==> config.mk <==
export PLATFORM = sky130hd
export DESIGN_NAME = fdc_rate_reg
export DESIGN_NICKNAME = d
export VERILOG_FILES = /design/src/rtl/fdc_rate_pkg.sv /design/src/rtl/fdc_rate_ctrl.sv /design/src/rtl/fdc_rate_dp.sv /design/src/rtl/fdc_rate_reg.sv
export SDC_FILE = /design/constraint.sdc
export NUM_CORES = 1
export LEC_CHECK = 0
export BUFFER_PORTS_ARGS = -buffer_cell sky130_fd_sc_hd__clkbuf_2
export CAP_MARGIN = 30
export CORE_AREA = 2 2 39 41
export CTS_CLUSTER_DIAMETER = 50
export DETAILED_ROUTE_END_ITERATION = 16
export DIE_AREA = 0 0 41 43
export GPL_TIMING_DRIVEN = 0
export HOLD_SLACK_MARGIN = 0.12
export PLACE_DENSITY_LB_ADDON = 0.25
export SYNTH_ARGS = -nofsm -noshare
export SYNTH_HDL_FRONTEND = slang
export SYNTH_SLANG_ARGS = --single-unit
==> constraint.sdc <==
create_clock -name clk -period 0.8 [get_ports clk]
set_input_delay 0.08 -clock clk [delete_from_list [all_inputs] [get_ports clk]]
set_output_delay 0.08 -clock clk [all_outputs]
set_load 0.1 [all_outputs]
==> src/rtl/fdc_rate_pkg.sv <==
package fdc_rate_pkg;
  parameter int DATA_W = 8;
  parameter int RATE_W = 2;
  parameter int PREC_W = 3;

  // field positions inside the host byte
  localparam int RATE_LSB = 0;
  localparam int PREC_LSB = RATE_LSB + RATE_W;
  localparam int RSVD_BIT = PREC_LSB + PREC_W;
  localparam int PWDN_BIT = RSVD_BIT + 1;
  localparam int SRST_BIT = PWDN_BIT + 1;

  typedef struct packed {
    logic ldRateDsr;   // take rate bits from the rate-register byte
    logic ldRateCcr;   // take rate bits from the CCR byte (wins)
    logic ldFields;    // take precomp / power-down / reset bits
  } rateStrobe_t;
endpackage

==> src/rtl/fdc_rate_ctrl.sv <==
module fdc_rate_ctrl
  import fdc_rate_pkg::*;
(
  input  logic        wrEn,
  input  logic        selRate,
  input  logic        selCcr,
  output rateStrobe_t strobe
);
  logic hitDsr;
  logic hitCcr;

  assign hitDsr = wrEn & selRate;
  assign hitCcr = wrEn & selCcr;

  always_comb begin
    strobe           = '0;
    strobe.ldFields  = hitDsr;
    strobe.ldRateCcr = hitCcr;
    strobe.ldRateDsr = hitDsr & ~hitCcr;
  end
endmodule

==> src/rtl/fdc_rate_dp.sv <==
module fdc_rate_dp
  import fdc_rate_pkg::*;
#(
  parameter logic [DATA_W-1:0] RESET_VAL = 8'h02
) (
  input  logic              clk,
  input  logic              rstN,
  input  rateStrobe_t       strobe,
  input  logic [DATA_W-1:0] wrData,
  output logic [RATE_W-1:0] rateOut,
  output logic [PREC_W-1:0] precompOut,
  output logic              powerDown,
  output logic              softRstPulse
);
  localparam logic [RATE_W-1:0] RATE_RST = RESET_VAL[RATE_LSB +: RATE_W];
  localparam logic [PREC_W-1:0] PREC_RST = RESET_VAL[PREC_LSB +: PREC_W];

  logic [RATE_W-1:0] rateQ;
  logic [PREC_W-1:0] precQ;
  logic              pwdnQ;
  logic              srstQ;

  always_ff @(posedge clk or negedge rstN) begin
    if (!rstN) begin
      rateQ <= RATE_RST;
      precQ <= PREC_RST;
      pwdnQ <= 1'b0;
      srstQ <= 1'b0;
    end else begin
      if (strobe.ldRateCcr || strobe.ldRateDsr)
        rateQ <= wrData[RATE_LSB +: RATE_W];
      if (strobe.ldFields) begin
        precQ <= wrData[PREC_LSB +: PREC_W];
        pwdnQ <= wrData[PWDN_BIT];
        srstQ <= wrData[SRST_BIT];
      end else begin
        srstQ <= 1'b0;
      end
    end
  end

  assign rateOut      = rateQ;
  assign precompOut   = precQ;
  assign powerDown    = pwdnQ;
  assign softRstPulse = srstQ;

  logic unusedRsvd;
  assign unusedRsvd = wrData[RSVD_BIT];

  AST_PULSE_ONE_CYCLE: assert property (@(posedge clk) disable iff (!rstN)
    softRstPulse && !(strobe.ldFields && wrData[SRST_BIT]) |=> !softRstPulse)
    else $error("pulse stuck");
  AST_CCR_RATE_WINS: assert property (@(posedge clk) disable iff (!rstN)
    strobe.ldRateCcr |=> rateOut == $past(wrData[RATE_LSB +: RATE_W]))
    else $error("ccr rate lost");
  AST_CCR_KEEPS_FIELDS: assert property (@(posedge clk) disable iff (!rstN)
    strobe.ldRateCcr && !strobe.ldFields |=> $stable(precompOut) && $stable(powerDown) && !softRstPulse)
    else $error("ccr touched fields");
  AST_IDLE_HOLDS: assert property (@(posedge clk) disable iff (!rstN)
    !strobe.ldFields && !strobe.ldRateCcr |=> $stable(rateOut) && $stable(precompOut) && $stable(powerDown))
    else $error("idle change");
endmodule

==> src/rtl/fdc_rate_reg.sv <==
module fdc_rate_reg
  import fdc_rate_pkg::*;
(
  input  logic              clk,
  input  logic              rstN,
  input  logic              softRstIn,
  input  logic              wrEn,
  input  logic              selRate,
  input  logic              selCcr,
  input  logic [DATA_W-1:0] wrData,
  output logic [RATE_W-1:0] rateOut,
  output logic [PREC_W-1:0] precompOut,
  output logic              powerDown,
  output logic              softRstPulse
);
  rateStrobe_t strobe;

  // this register deliberately ignores the controller soft reset
  logic unusedSoft;
  assign unusedSoft = softRstIn;

  fdc_rate_ctrl u_ctrl (
    .wrEn    (wrEn),
    .selRate (selRate),
    .selCcr  (selCcr),
    .strobe  (strobe)
  );

  fdc_rate_dp #(.RESET_VAL(8'h02)) u_dp (
    .clk          (clk),
    .rstN         (rstN),
    .strobe       (strobe),
    .wrData       (wrData),
    .rateOut      (rateOut),
    .precompOut   (precompOut),
    .powerDown    (powerDown),
    .softRstPulse (softRstPulse)
  );

  AST_SOFT_IGNORED: assert property (@(posedge clk) disable iff (!rstN)
    softRstIn && !wrEn |=> $stable(rateOut) && $stable(precompOut) && $stable(powerDown))
    else $error("soft reset changed register");
  AST_DSR_LOAD: assert property (@(posedge clk) disable iff (!rstN)
    wrEn && selRate |=> precompOut == $past(wrData[4:2]) && powerDown == $past(wrData[6]))
    else $error("dsr fields not loaded");
endmodule

==> qor.txt <==
CTS Buffer Depth: 2
Tcrit/Tclk final: 143.0%
Synth Warn #: 0
Fin. Hold Viols: 0
Switch share: 38.05%
Cell Area, Placed: 422.9 um2
Fin nets: 56
Met1 wire length: 257 um
Worst r2r dst: u_dp.precompOut[1]$_DFFE_PN0P_
Number of library cell types mapped by synthesis: 7
Final setup viols: 13
Sequential fraction of the synthesis area: 62.67%
Clock Root Buffer: clkbuf_4
Crit path depth: 1
# DRC: 0
Total grt overflow: 0
Top sig layer: met4
Hold Path Depth: 2
Postcts setup bufs: 0
Sw Pwr: 0.5653 mW
Share of cells above drive strength 1: 90.24%
CP Class: flop to primary output
Syn nets: 30
Data required time at the worst endpoint: 720 ps
CTS tree: built
Wire length per cell: 11.93 um
LEAKAGE: 0.2973 nW
Starting Density: 20.34%
Reg-to-reg slack, setup: -60 ps
Via count of the routed design: 227
RSZ-0062 raised after global routing: true
Endpoint class of the critical path: primary output
Peak VDD IR: 0.8250 mV
FILL cells: 124
Final Critical Period: 1144 ps
Hold WC Path Type: input pin to flop
GRT Util Overall: 10.24%
RR Startpoint: u_dp.precompOut[1]$_DFFE_PN0P_
Synthesis-to-layout area growth: 120.0%
Setup WS post-layout: -343.7 ps
Die height: 43 um
Worst path cell trace: clkbuf_16
Power share of the sequential group: 32.3%
Critical path launch point type: flop
Pwr Density: 2399 nW/um2
First-pass GRT wire length: 1090 um
Drt via density: 3.982
Met2 WL: 353 um
Most common cell after layout, fill and taps aside: clkbuf_2
FP Rows: 14
Clock sink count: 7
Initial antenna violation count: 0
Logic gate share of total power: 47.1%
1st-pass router iterations: 1
CP startpoint: u_dp.rateOut[1]$_DFFE_PN1P_
Met3 routed WL: 58 um
Die ar.: 1763 um2
Num CTS Buffers: 3
Fmax: 874.4 MHz
Routed Antenna Nets: 0
Core region area: 1384 um2
Largest net degree at the start of global routing: 8
Design area: 619.3 um2
Number of H-tree branching levels: 1
ANT cells: 0
I/O pin count: 21
Clock Latency Late Sink: 240 ps
Hold EP: u_dp.precompOut[0]$_DFFE_PN0P_
Synthesized area per cell: 17.60 um2
Clock power frac: 20.6%
Worst Path Buf+Inv: 1
FF-to-FF path depth: 1
Max cap viols: 0
Slowest cell on the critical path: dfstp_4
Number of global-route vias before repair: 258
Detailed Route WL: 680 um
Critical Path AT: 1060 ps
DP HPWL: 508.2 um
CP peak stage delay: 630 ps
Internal power component: 0.9205 mW
Status: finished, violations left
Die extent in x: 41 um
Max-slew violations: 0
CP max FO: 2
Worst Hold Launch: wrData[2]
Netlist Area Pre-Place: 281.5 um2
Slew headroom: 86.98%
Synth Register Bits: 7
Synth area leaders: dfrtp_1 53%, mux2_4 21%, dfstp_2 9.3%
Commonest cells after routing, fill and taps aside: 11 x clkbuf_2, 7 x clkbuf_16, 6 x mux2_4
Top-area cell type share of the netlist area: 53.33%
Worst Tran Pin Value: 195.3 ps
Max Clock Skew: 0 ps
Mapped Cells: 16
DRT iter0 DRCs: 0
Routability congestion estimate: 0.5923
Failing checks: setup timing
Hold slack: 69.16 ps
Family with the most delay on the worst path: flip-flops
Number of port buffers: 18
CTS clock-pin slew for the worst setup and hold paths: 50 ps
Cell taking the most area after synthesis: dfrtp_1
## power by group through the flow
stage	clock network [mW]	registers (mW)	logic, mW
after floorplan	0	0.806	0.0800
after global placement	0	0.461	0.510
after detailed placement	0	0.465	0.514
after CTS	0.330	0.481	0.698
after global routing	0.353	0.486	0.720
final	0.306	0.480	0.700
## cell usage after synthesis
master   count
mux2_4       4
o21ai_2      1
nand2_2      1
mux2_2       2
dfstp_2      1
dfrtp_1      6
and3_2       1
## area by class of cell
| class | count | area [um2] | area share (%) |
|---|---|---|---|
| clock buffers | 4 | 26.28 | 4.242 |
| multi-input cells | 9 | 112.6 | 18.18 |
| flip-flops and latches | 7 | 200.2 | 32.32 |
| well taps | 16 | 20.02 | 3.232 |
| repair buffers | 21 | 260.3 | 42.02 |
## sequential cells by signal, summed over array words and instances, names as in the netlist
signal / cells
u_dp.precompOut: 3
u_dp.rateOut: 2
u_dp.softRstPulse: 1
u_dp.powerDown: 1
## stage by stage
stage | setup TNS, ps | power [mW] | instances | util, % | worst slack [ps]
after floorplan | -1349 | 0.8864 | 16 | - | -218.1
after global placement | -1066 | 0.9708 | 50 | 30.56 | -322.5
after detailed placement | -1099 | 0.9789 | 50 | 30.56 | -325.0
after CTS | -1929 | 1.509 | 56 | 44.03 | -359.9
after global routing | -2109 | 1.558 | 57 | 44.76 | -379.0
final | -1808 | 1.486 | 57 | 44.76 | -343.7
## logic make-up (layout without fill, tap and decap cells)
| logic type | Yosys count | after routing | synth area share (%) |
|---|---|---|---|
| flops | 7 | 7 | 62.67 |
| mux | 6 | 6 | 29.33 |
| simple gates | 2 | 2 | 4.891 |
| compound gates | 1 | 1 | 3.112 |
| buf+inv | 0 | 25 | 0 |
## worst max path at each step
| stage | slack, ps | endpoint |
|---|---|---|
| after global routing | -380 | rateOut[1] |
| after global placement | -320 | rateOut[1] |
| final | -340 | rateOut[1] |
| after floorplan | -220 | u_dp.rateOut[1]$_DFFE_PN1P_ |
| after detailed placement | -320 | rateOut[1] |
| after CTS | -360 | rateOut[1] |
## timing repair
action | in CTS | in global routing
resized for setup | 21 | 0
hold endpoints to repair | 14 | 6
setup endpoints to repair | 13 | 13
hold buffers | 2 | 1
pin swaps | 0 | 0
## routing by layer
layer	track usage [%]	vias to the layer above
met1	10.63	105
met2	14.69	14
met3	3.665	2
met4	10.00	0
met5	0	-
li1	-	106
Note: power is estimated with default switching activity, not from simulation.
